`src/rtl/mul2add_exec.sv`:
```
module mul2add_exec #(
  parameter int XLEN = 32
) (
  input  logic            clk,
  input  logic            rst_n,
  input  logic            start,
  input  logic            t32_mode,
  input  logic [31:0]     insn,
  input  logic            cond_pass,
  output logic [3:0]      ra_n,
  output logic [3:0]      ra_m,
  output logic [3:0]      ra_hi,
  output logic [3:0]      ra_lo,
  input  logic [XLEN-1:0] rd_n,
  input  logic [XLEN-1:0] rd_m,
  input  logic [XLEN-1:0] rd_hi,
  input  logic [XLEN-1:0] rd_lo,
  output logic            busy,
  output logic            done,
  output logic            undef,
  output logic            unpred,
  output logic            we_hi,
  output logic [3:0]      wa_hi,
  output logic [XLEN-1:0] wd_hi,
  output logic            we_lo,
  output logic [3:0]      wa_lo,
  output logic [XLEN-1:0] wd_lo
);
  localparam int H = XLEN / 2;
  localparam int W = 2 * XLEN;

  logic a_ok, t_ok, hit, take;
  logic [1:0] cnt;
  logic hit_q, cp_q, same_q, bad15_q;
  logic [XLEN-1:0] op_a, op_b;
  logic [W-1:0] acc, term, acc_nx;
  logic [H-1:0] pa, pb;
  logic [XLEN-1:0] pp;

  assign a_ok = (insn[31:28] != 4'hF) && (insn[27:20] == 8'h04) && (insn[7:4] == 4'h9);
  assign t_ok = (insn[31:20] == 12'hFBE) && (insn[7:4] == 4'h6);
  assign hit  = t32_mode ? t_ok : a_ok;

  assign ra_n  = t32_mode ? insn[19:16] : insn[3:0];
  assign ra_m  = t32_mode ? insn[3:0]   : insn[11:8];
  assign ra_hi = t32_mode ? insn[11:8]  : insn[19:16];
  assign ra_lo = insn[15:12];

  assign take = start && !busy;

  always_ff @(posedge clk) begin
    if (!rst_n) begin
      busy    <= 1'b0;
      cnt     <= 2'd0;
      hit_q   <= 1'b0;
      cp_q    <= 1'b0;
      same_q  <= 1'b0;
      bad15_q <= 1'b0;
      wa_hi   <= 4'd0;
      wa_lo   <= 4'd0;
      op_a    <= '0;
      op_b    <= '0;
      acc     <= '0;
    end else if (take) begin
      busy    <= 1'b1;
      cnt     <= 2'd0;
      hit_q   <= hit;
      cp_q    <= cond_pass;
      same_q  <= (ra_hi == ra_lo);
      bad15_q <= (&ra_n) || (&ra_m) || (&ra_hi) || (&ra_lo);
      wa_hi   <= ra_hi;
      wa_lo   <= ra_lo;
      op_a    <= rd_n;
      op_b    <= rd_m;
      acc     <= {{XLEN{1'b0}}, rd_hi} + {{XLEN{1'b0}}, rd_lo};
    end else if (busy) begin
      cnt <= cnt + 2'd1;
      acc <= acc_nx;
      if (cnt == 2'd3) busy <= 1'b0;
    end
  end

  assign pa = cnt[1] ? op_a[XLEN-1:H] : op_a[H-1:0];
  assign pb = cnt[0] ? op_b[XLEN-1:H] : op_b[H-1:0];
  assign pp = {{H{1'b0}}, pa} * {{H{1'b0}}, pb};

  always_comb begin
    case (cnt)
      2'd0:    term = {{XLEN{1'b0}}, pp};
      2'd3:    term = {pp, {XLEN{1'b0}}};
      default: term = {{H{1'b0}}, pp, {H{1'b0}}};
    endcase
  end

  assign acc_nx = acc + term;

  assign done   = busy && (cnt == 2'd3);
  assign undef  = done && !hit_q;
  assign unpred = done && hit_q && (same_q || bad15_q);
  assign we_hi  = done && hit_q && cp_q && !same_q;
  assign we_lo  = we_hi;
  assign wd_hi  = acc_nx[W-1:XLEN];
  assign wd_lo  = acc_nx[XLEN-1:0];
endmodule


```
`config.mk`:
```
export PLATFORM = sky130hd
export DESIGN_NAME = mul2add_exec
export DESIGN_NICKNAME = d
export VERILOG_FILES = /design/src/rtl/mul2add_exec.sv
export SDC_FILE = /design/constraint.sdc
export NUM_CORES = 1
export LEC_CHECK = 0
export ABC_AREA = 1
export BUFFER_PORTS_ARGS = -buffer_cell sky130_fd_sc_hd__buf_4
export CAP_MARGIN = 20
export CORE_MARGIN = 2
export CORE_UTILIZATION = 40
export DETAILED_ROUTE_END_ITERATION = 16
export GPL_ROUTABILITY_DRIVEN = 0
export GPL_TIMING_DRIVEN = 0
export PLACE_DENSITY = 0.58
export SLEW_MARGIN = 20
export SYNTH_ARGS = -nofsm -noshare
export SYNTH_HDL_FRONTEND = slang
export SYNTH_SLANG_ARGS = --single-unit
```
`constraint.sdc`:
```
create_clock -name clk -period 7.9 [get_ports clk]
set_input_delay 0 -clock clk [delete_from_list [all_inputs] [get_ports clk]]
set_output_delay 0 -clock clk [all_outputs]
set_load 0.01 [all_outputs]
```
# Word-level counts from Yosys, hierarchy flattened
# Cells that the tools add are included.
# totals
ff_bits	143
in_bits	165
out_inout_bits	94
# op_classes
n_addsub	3
multipliers	1
eq_ne	7
mux	12
bitwise_logic	1
reduce_logical	24
# ops
op	count
2-to-1 mux 64 bit	2
case mux 64 bit (2 select lines)	1
adder 64 bit	1
adder 32 x 32 -> 33 bit	1
multiplier 16 x 16 -> 32 bit	1
2-to-1 mux 16 bit	2
AND reduction 4 bit	4
equality test 12 bit (second input constant)	1
2-to-1 mux 4 bit	3
logical AND 1 bit	10
equality test 8 x 3 -> 1 bit (second input constant)	1
equality test 4 x 3 -> 1 bit (second input constant)	1
equality test 4 bit	1
equality test 4 bit (second input constant)	1
logical OR 1 bit	4
2-to-1 mux 1 bit	4
inequality test 4 bit (second input constant)	1
logical NOT 1 bit	3
adder 2 x 1 -> 2 bit (second input constant)	1
equality test 2 bit (second input constant)	1
logical NOT 2 bit	1
nonzero test 2 bit	1
OR reduction 2 bit	1
inverter 1 bit	1

# Longest topological paths before layout
# Gate-level depths: netlist (run 1).
# depth
depth_word	6
mapped_depth	46
ltp_nobuf	44

# Worst setup path before layout (run 1)
# OpenSTA, ideal clock, no wires.
# synth_timing
path_type	register -> register
startpoint	register cnt[0]
endpoint	register acc[40]
setup_time_ns	0.070
arrival_time_ns	7.566
t_required_ns	7.830
slack_ns	0.263
path_stages_with_launch	39
period_less_slack_ns	7.637
cell_sequence	dfxtp_1 > clkbuf_1 > buf_2 > o21ai_0 > inv_1 > clkbuf_1 > nand2_1 > fa_1 > inv_1 > fa_1 > inv_1 > fa_1 > inv_1 > fa_1 > fa_1 > inv_1 > fa_1 > inv_1 > [... 3 more ...] > a21oi_1 > nand3_2 > a21oi_2 > o21ai_2 > a21oi_2 > xor2_1 > nand2_1 > nand2_1 > ha_1 > a21oi_1 > o21ai_0 > a21oi_1 > nor2_1 > nor2_1 > nand3_1 > xor2_1 > nand2_1 > a21oi_1
# synth_between
elab_chain_len	6
# synth_rtl
item	line	source
from (decl)	33	logic [1:0] cnt;
from (signal assigned)	77	cnt <= cnt + 2'd1;
2-to-1 mux 16 bit	84	assign pb = cnt[0] ? op_b[XLEN-1:H] : op_b[H-1:0];
multiplier 16 x 16 -> 32 bit	85	assign pp = {{H{1'b0}}, pa} * {{H{1'b0}}, pb};
case mux 64 bit (2 select lines) (*)	88	case (cnt)
adder 64 bit (*)	95	assign acc_nx = acc + term;
via wd_hi[8]	24	output logic [XLEN-1:0] wd_hi,
2-to-1 mux 64 bit (*)	76	end else if (busy) begin
2-to-1 mux 64 bit (*)	64	end else if (take) begin
to (signal assigned)	75	acc <= {{XLEN{1'b0}}, rd_hi} + {{XLEN{1'b0}}, rd_lo};
to (signal assigned)	78	acc <= acc_nx;
to (decl)	36	logic [W-1:0] acc, term, acc_nx;
# Mark *: on every way through the listed nets, which the timed path passes. The rest lies on a longest branch. The select of a mux whose other input is x is not followed.
# A chain may end at the register's enable or synchronous reset.

# Final worst setup path (run 1)
# layout_timing
startpoint	register cnt[0]
endpoint	output port wd_hi[31]
# layout_between
elab_chain_len	4
# layout_rtl
item	line
2-to-1 mux 16 bit	84
multiplier 16 x 16 -> 32 bit	85
case mux 64 bit (2 select lines) (*)	88
adder 64 bit (*)	95
to (decl)	24
# Every way passes the cells marked *; elsewhere a longest branch is shown, timed or not.

==> results of run 1 <==
[per-layer routing]
| layer | wire length, um | up-vias | GRT usage [%] |
|---|---|---|---|
| li1 | - | 11405 | - |
| met1 | 35600 | 11434 | 39.5 |
| met2 | 41300 | 1066 | 51.5 |
| met3 | 6270 | 276 | 4.64 |
| met4 | 4780 | 0 | 15.0 |
| met5 | 0 | - | 0 |
[cell usage in the layout (no fill, tap or decap), types with 12 or more instances in the layout]
| cell | n |
|---|---|
| and2_4 | 20 |
| o21ai_1 | 30 |
| nand4_1 | 18 |
| ha_1 | 154 |
| ha_4 | 43 |
| a21oi_2 | 58 |
| dfxtp_1 | 141 |
| clkbuf_1 | 37 |
| nand3_1 | 151 |
| o21ai_2 | 20 |
| nand3_2 | 24 |
| nand3b_1 | 15 |
| buf_12 | 13 |
| o21ai_4 | 33 |
| o22ai_4 | 14 |
| nand2_1 | 702 |
| nand2_4 | 25 |
| o21ai_0 | 115 |
| a21oi_4 | 13 |
| xor2_1 | 19 |
| inv_1 | 495 |
| inv_2 | 69 |
| dlygate4sd3_1 | 83 |
| nor2_1 | 267 |
| buf_4 | 435 |
| a21o_1 | 18 |
| clkbuf_16 | 23 |
| a21oi_1 | 142 |
| xnor2_1 | 17 |
| nor2_4 | 40 |
| fa_2 | 15 |
| xor2_4 | 12 |
| o21bai_1 | 13 |
| fa_1 | 181 |
| buf_6 | 44 |
| nand2_2 | 81 |
| nor3_1 | 12 |
| nor2_2 | 64 |
[registers in the layout, summed over array words and instances (netlist names)]
signal	flops
op_a	32
op_b	32
wa_hi	4
cp_q	1
same_q	1
bad15_q	1
wa_lo	4
cnt	2
busy	1
acc	64
hit_q	1
[final timing paths]
kind / startpoint / endpoint / slack [ns] / cells after the start
setup reg to reg: cnt[0] / acc[31] / -0.35 / 45
hold reg to reg: acc[59] / acc[59] / 0.48 / 2
hold / removal: rd_lo[19] / acc[19] / 0.04 / 5
setup / recovery: cnt[0] / wd_hi[31] / -0.56 / 42
[stage by stage]
| stage | cell area, sq um | hold slack, ns |
|---|---|---|
| 2_1_floorplan | 21400 | 0.0918 |
| 3_3_place_gp | 24200 | 0.188 |
| 3_5_place_dp | 24200 | 0.196 |
| 4_1_cts | 30100 | 0.00427 |
| 5_1_grt | 31300 | 0.0508 |
| 6_report | 31300 | 0.0413 |
[cell type report]
cell class | count | area [sq um] | area share (%)
Buffer | 80 | 607 | 1.94
Clock buffer | 17 | 425 | 1.36
Clock inverter | 15 | 188 | 0.599
Inverter | 580 | 2250 | 7.19
Multi-Input combinational cell | 2444 | 19300 | 61.5
Sequential cell | 143 | 2870 | 9.16
Tap cell | 688 | 861 | 2.75
Timing Repair Buffer | 572 | 4850 | 15.5
[worst register-to-register path: cells and delay by family (launching register included)]
| kind | cells | cell delay [ns] |
|---|---|---|
| and+or+nand+nor | 17 | 1.83 |
| buffers and inverters | 16 | 1.48 |
| xor gates and xnor gates | 2 | 0.43 |
| adders and majority gates | 8 | 3.68 |
| AOI/OAI and AO/OA | 2 | 0.35 |
| DFF | 1 | 0.41 |
[logic make-up (layout without fill, tap and decap cells)]
kind of cell / Yosys count / count (layout) / synth area share [%]
AO/OA/AOI/OAI: 521 / 521 / 13.5
AND/OR/NAND/NOR: 1454 / 1454 / 28.2
multiplexers: 4 / 4 / 0.210
flip-flops: 143 / 143 / 13.4
buffers and inverters: 661 / 1264 / 11.8
XOR/XNOR: 67 / 67 / 2.81
adder cells (fa/ha/maj): 398 / 398 / 30.1
[power breakdown]
group | leakage, nW | total (W) | internal (W) | switching (W)
clock | 0.302 | 0.000871 | 0.000457 | 0.000414
combinational | 13.2 | 0.00298 | 0.00126 | 0.00172
sequential | 1.17 | 0.000828 | 0.000777 | 0.0000516
total | 14.6 | 0.00468 | 0.00249 | 0.00218
[what timing repair did]
item,CTS,global route
setup buffers,181,49
setup endpoints to repair,108,103
hold buffers,83,0
hold endpoints to repair,78,0
cloned,4,1
gates resized for setup,721,210
pin swaps,193,99
==> results.ini, run 1 <==
[cts]
cts_max_level=4
numClockSinks=143
cts-buffers-inserted=17
clk-insertion-delay-late_ns=0.48
clkTransAtPathRegs_ns=0.07
cts.root.buffer_cell=clkbuf_16
clk_path_buf_depth=2
cts_tree=done

[sta]
worst-slew-pin-transition_ns=1.06
fin_crit_sh_pct=107
report.final.hold_viol_count=0
relSlewSlack_pct=29.4
finalWorstPathRequiredPeriod_ns=8.46
maxSlewViolCount=0
grt_setup_unrepaired=yes
max_clock_freq_ghz=0.118
final_critical_path_setup_slack_ns=-0.558
finalClockSkew_ns=0.0218
setup_tns_ns=-18.03
finalSetupViolations=66

[power]
power_density_nw_per_um2=149
fin_total_pwr_w=0.00468
vdd_drop_max_mv=0.168
leakage_nw=14.6

[logic_synthesis]
number_of_enable_type_register_cells_in_the_synthesized_netlist=0
synth.top_cell.area_share_pct=18.3
synth_nets=3811
post_synth.cell_area_avg_sq_um=6.59
synthesis.yosys.warnings=0
postSynthCellCount=3248
synth_area_leader_cell=fa_1
prevailing_post_synth_register_cell=dfxtp_1
synth.cell_area_sq_um=21400
synth_top_cells_by_count=796 x nand2_1, 564 x inv_1, 357 x nor2_1, 209 x a21oi_1, 202 x ha_1
synth.area.top_cells=fa_1 18%, nand2_1 14%, dfxtp_1 13%, ha_1 12%, inv_1 9.9%
post_synth_num_cell_types=54
synth_seq_cells=143
post-synth-top-count-cell=nand2_1
ys_seq_area_share_pct=13.4
async_set_or_reset_register_ratio_after_synthesis_pct=0

[setup_path]
critPathKind=flip-flop to primary output
critical-path-max-stage-delay_ns=0.60
critPathMaxFanout=8
critical_path_arrival_ns=8.46
worst-path-buf-inv=13
cpMostUsedCell=fa_1
critPathRequiredTime_ns=7.90
critPathTopFamily=adder cells
start_kind=flip-flop
cp_slowest_cell=fa_2
end_kind=primary output

[floorplan]
core_sq_um=52800
chipWidth_um=235
die_h_um=235
die_area_sq_um=55400
start_util_pct=40.6
io_pins=259
rows=84

[layout]
antenna_cells=0
fillers=4814
layoutNonFillerInstCount=4539
drive_above_1_share_pct=30.8
final_net_count=4401
synthesis_to_layout_area_growth_pct=46.3
final_core_utilization_pct=59.4

[routing]
drc=0
wl_per_cell_um=19.4
firstDrtPassIters=7
drt_iter0_drc=1785
viasPerCell=5.33
finalWirelength_mm=87.9
vias=24181
antenna_left=0

[place]
post-place-ws_ns=-1.81
dp.final_hpwl_mm=66.2
cell_total_after_placement=4193
port-buffer-count=257

[status]
result_of_the_run=complete, but fails checks
failed_checks=negative setup slack

[global_routing]
antenna_found_initial=0
via_count_of_the_first_global_routing_pass=24097
grt_start_max_net_pins=18
grt_first_pass_wirelength_mm=134
grtUsageTotal_pct=31.0
globalRouteOverflowTotal=0

[flow_run]
maxCapViolCount=0

[worst_hold_path]
timing.hold.worst.class=primary input to flip-flop

Power figures use the tool's default switching activity.
==> run 2, diff against run 1 <==
CORE_ASPECT_RATIO = 0.9   (was not set)
CTS_CLUSTER_SIZE = 12   (was not set)
==> run 2 against run 1 <==
The flow still finishes with violations (negative setup slack). Die area about the same. Sequential cell count unchanged. Wire length rose by 2.2%. Combinational power grew 6%. Clock power increased by 2%. Fmax decreased by 0.36%. Via count is 1.3% higher. Global-route usage shrank 0.44 points. Core utilization rose by 1.4 points. Critical path depth decreased by 4. First-iteration DRC count grew 30%. Power increased by 4.0%.
==> results.ini, run 2 (synthesized netlist as in run 1, its figures left out) <==
[layout]
final_core_utilization_pct=60.8  ; +1.4 points
regArea_sq_um=2870  ; unchanged
final_net_count=4397  ; -0.091%
final_common_cell=nand2_1
synthesis_to_layout_area_growth_pct=50.3
reg_top3=acc x64, op_a x32, op_b x32
drive_above_1_share_pct=34.3  ; +3.5 points
antenna_cells=0  ; unchanged
largest_register_ffs=64  ; unchanged
final_cell_mix=667 x nand2_1, 472 x inv_1, 399 x buf_4
layoutNonFillerInstCount=4543  ; +0.088%
fillers=4654  ; -3.3%
multi_input_comb_area_sq_um=20000  ; +3.7%
largest_register=acc

[global_routing]
grt_start_max_net_pins=17  ; -1
via_count_of_the_first_global_routing_pass=23135  ; -4.0%
antenna_found_initial=0  ; unchanged
grt_first_pass_wirelength_mm=130  ; -3.2%
globalRouteOverflowTotal=0  ; unchanged
grtUsageTotal_pct=30.6  ; -0.44 points

[setup_path]
endpoint=wd_hi[18]
end_kind=primary output
reg2reg_path_depth=40  ; -11%
register_to_register_path_setup_slack_ns=-0.50  ; -0.15 ns
critical-path-max-stage-delay_ns=0.56  ; -0.04 ns
worst_r2r_endpoint=acc[50]
critical_path_arrival_ns=8.49  ; +0.03 ns
critPathRequiredTime_ns=7.90  ; about the same
cpMostUsedCell=fa_1
start_kind=flip-flop
worst_r2r_startpoint=cnt[0]
cp-startpoint=cnt[0]
critPathKind=flip-flop to primary output
cp_slowest_cell=fa_1
critPathMaxFanout=6  ; -2

[routing]
viasPerCell=5.39  ; +1.2%
wl_per_cell_um=19.8  ; +2.1%
drt_iter0_drc=2324  ; +30%
antenna_left=0  ; unchanged
drc=0  ; unchanged
firstDrtPassIters=6  ; -1
vias=24497  ; +1.3%
finalWirelength_mm=89.9  ; +2.2%

[place]
dp.final_hpwl_mm=66.5  ; +0.37%
cell_total_after_placement=4202  ; +0.21%
port-buffer-count=257  ; unchanged

[sta]
grt_setup_unrepaired=yes
finalClockSkew_ns=0.0164  ; -0.00542 ns
fin_crit_sh_pct=107  ; +0.39 points
finalWorstPathRequiredPeriod_ns=8.49  ; +0.0307 ns
setup_tns_ns=-22.03  ; -4.00 ns
final.hold.worst_slack_ns=0.0222  ; -0.0192 ns
maxSlewViolCount=0  ; unchanged
worst-slew-pin-transition_ns=1.11  ; +0.0568 ns
report.final.hold_viol_count=0  ; unchanged
max_clock_freq_ghz=0.118  ; -0.36%
relSlewSlack_pct=25.6  ; -3.8 points
final_critical_path_setup_slack_ns=-0.589  ; -0.0307 ns
finalSetupViolations=73  ; +11%

[worst_hold_path]
timing.hold.worst.class=primary input to flip-flop

[cts]
cts.root.buffer_cell=clkbuf_16
cts_tree=done
clkTransAtPathRegs_ns=0.07  ; about the same
clk_path_buf_depth=2  ; unchanged
cts_max_level=4  ; unchanged
cts-buffers-inserted=17  ; unchanged
clk-insertion-delay-late_ns=0.47  ; about the same
numClockSinks=143  ; unchanged

[floorplan]
die_h_um=223  ; -5.0%
io_pins=259  ; unchanged
rows=80  ; -4.8%
chipWidth_um=248  ; +5.3%
core_sq_um=53000  ; +0.36%
start_util_pct=40.4  ; -0.15 points
die_area_sq_um=55400  ; about the same

[power]
power_density_nw_per_um2=151  ; +1.3%
vdd_drop_max_mv=0.196  ; +17%
fin_total_pwr_w=0.00487  ; +4.0%
leakage_nw=14.9  ; +1.5%

[flow_run]
maxCapViolCount=0  ; unchanged

[status]
result_of_the_run=complete, but fails checks
failed_checks=negative setup slack

[run 2: cell types whose count changed in the layout (fill, tap and decap cells not counted), moves of 13 or more]
cell,change
buf_6,+31
inv_1,-23
nor2_1,-30
buf_4,-36
a21oi_1,-13
nor2_4,+23
nand2_2,+31
nand3_2,+13
nand2_1,-35
inv_2,+18
nand3_1,-16
[run 2: repair_timing]
action / 4_1_cts / 5_1_grt
pin swaps: 163 / 244
endpoints found under the hold margin: 77 / 0
hold buffers: 79 / 0
endpoints found under the setup margin: 108 / 102
buffers inserted: 131 / 100
gates resized for setup: 592 / 568
gates cloned: 4 / 2
[run 2: how the worst min path moves through the flow]
stage	from	endpoint	cells past startpoint
2_1_floorplan	insn[12]	ra_lo[0]	1
3_3_place_gp	rd_n[9]	op_a[9]	3
3_5_place_dp	rd_m[3]	op_b[3]	3
4_1_cts	rd_lo[31]	acc[32]	5
5_1_grt	rd_lo[31]	acc[32]	5
6_report	rd_lo[31]	acc[32]	5
[run 2: final cells by class]
class                           instances  area share, %
Multi-Input combinational cell       2444           62.1
Timing Repair Buffer                  567           15.5
Sequential cell                       143           8.92
Inverter                              580           7.02
Tap cell                              697           2.71
Buffer                                 80           1.87
Clock buffer                           18           1.36
Clock inverter                         13          0.548
Timing Repair inverter                  1         0.0156
[run 2: worst max-delay path: cells and delay by family, from the launching register on]
kind                     cells  cell delay (ns)
buffers and inverters       13             1.37
XOR/XNOR                     1             0.26
flip-flops                   1             0.47
adder cells (fa/ha/maj)      8             3.75
AO/OA/AOI/OAI                5             0.80
AND/OR/NAND/NOR             11             1.32
[run 2: power breakdown]
part / internal (W) / switching, W
combinational: 0.00135 / 0.00180
clock: 0.000510 / 0.000376
sequential: 0.000777 / 0.0000553
total: 0.00263 / 0.00223
[run 2: metrics by stage]
step | area, sq um | setup WS [ns]
after floorplan | 21400 | 0.263
after global placement | 24200 | -1.83
after detailed placement | 24200 | -1.93
after CTS | 29200 | -0.479
after global routing | 32200 | -0.812
final | 32200 | -0.589
[run 2: routing by layer]
| layer | vias to the layer above | share of wire (%) | GRT usage, % |
|---|---|---|---|
| met5 | - | 0 | 0 |
| met3 | 251 | 8.8 | 4.28 |
| met2 | 1156 | 46 | 48.8 |
| met1 | 11662 | 41 | 42.3 |
| met4 | 0 | 4.2 | 10.2 |
| li1 | 11428 | - | - |
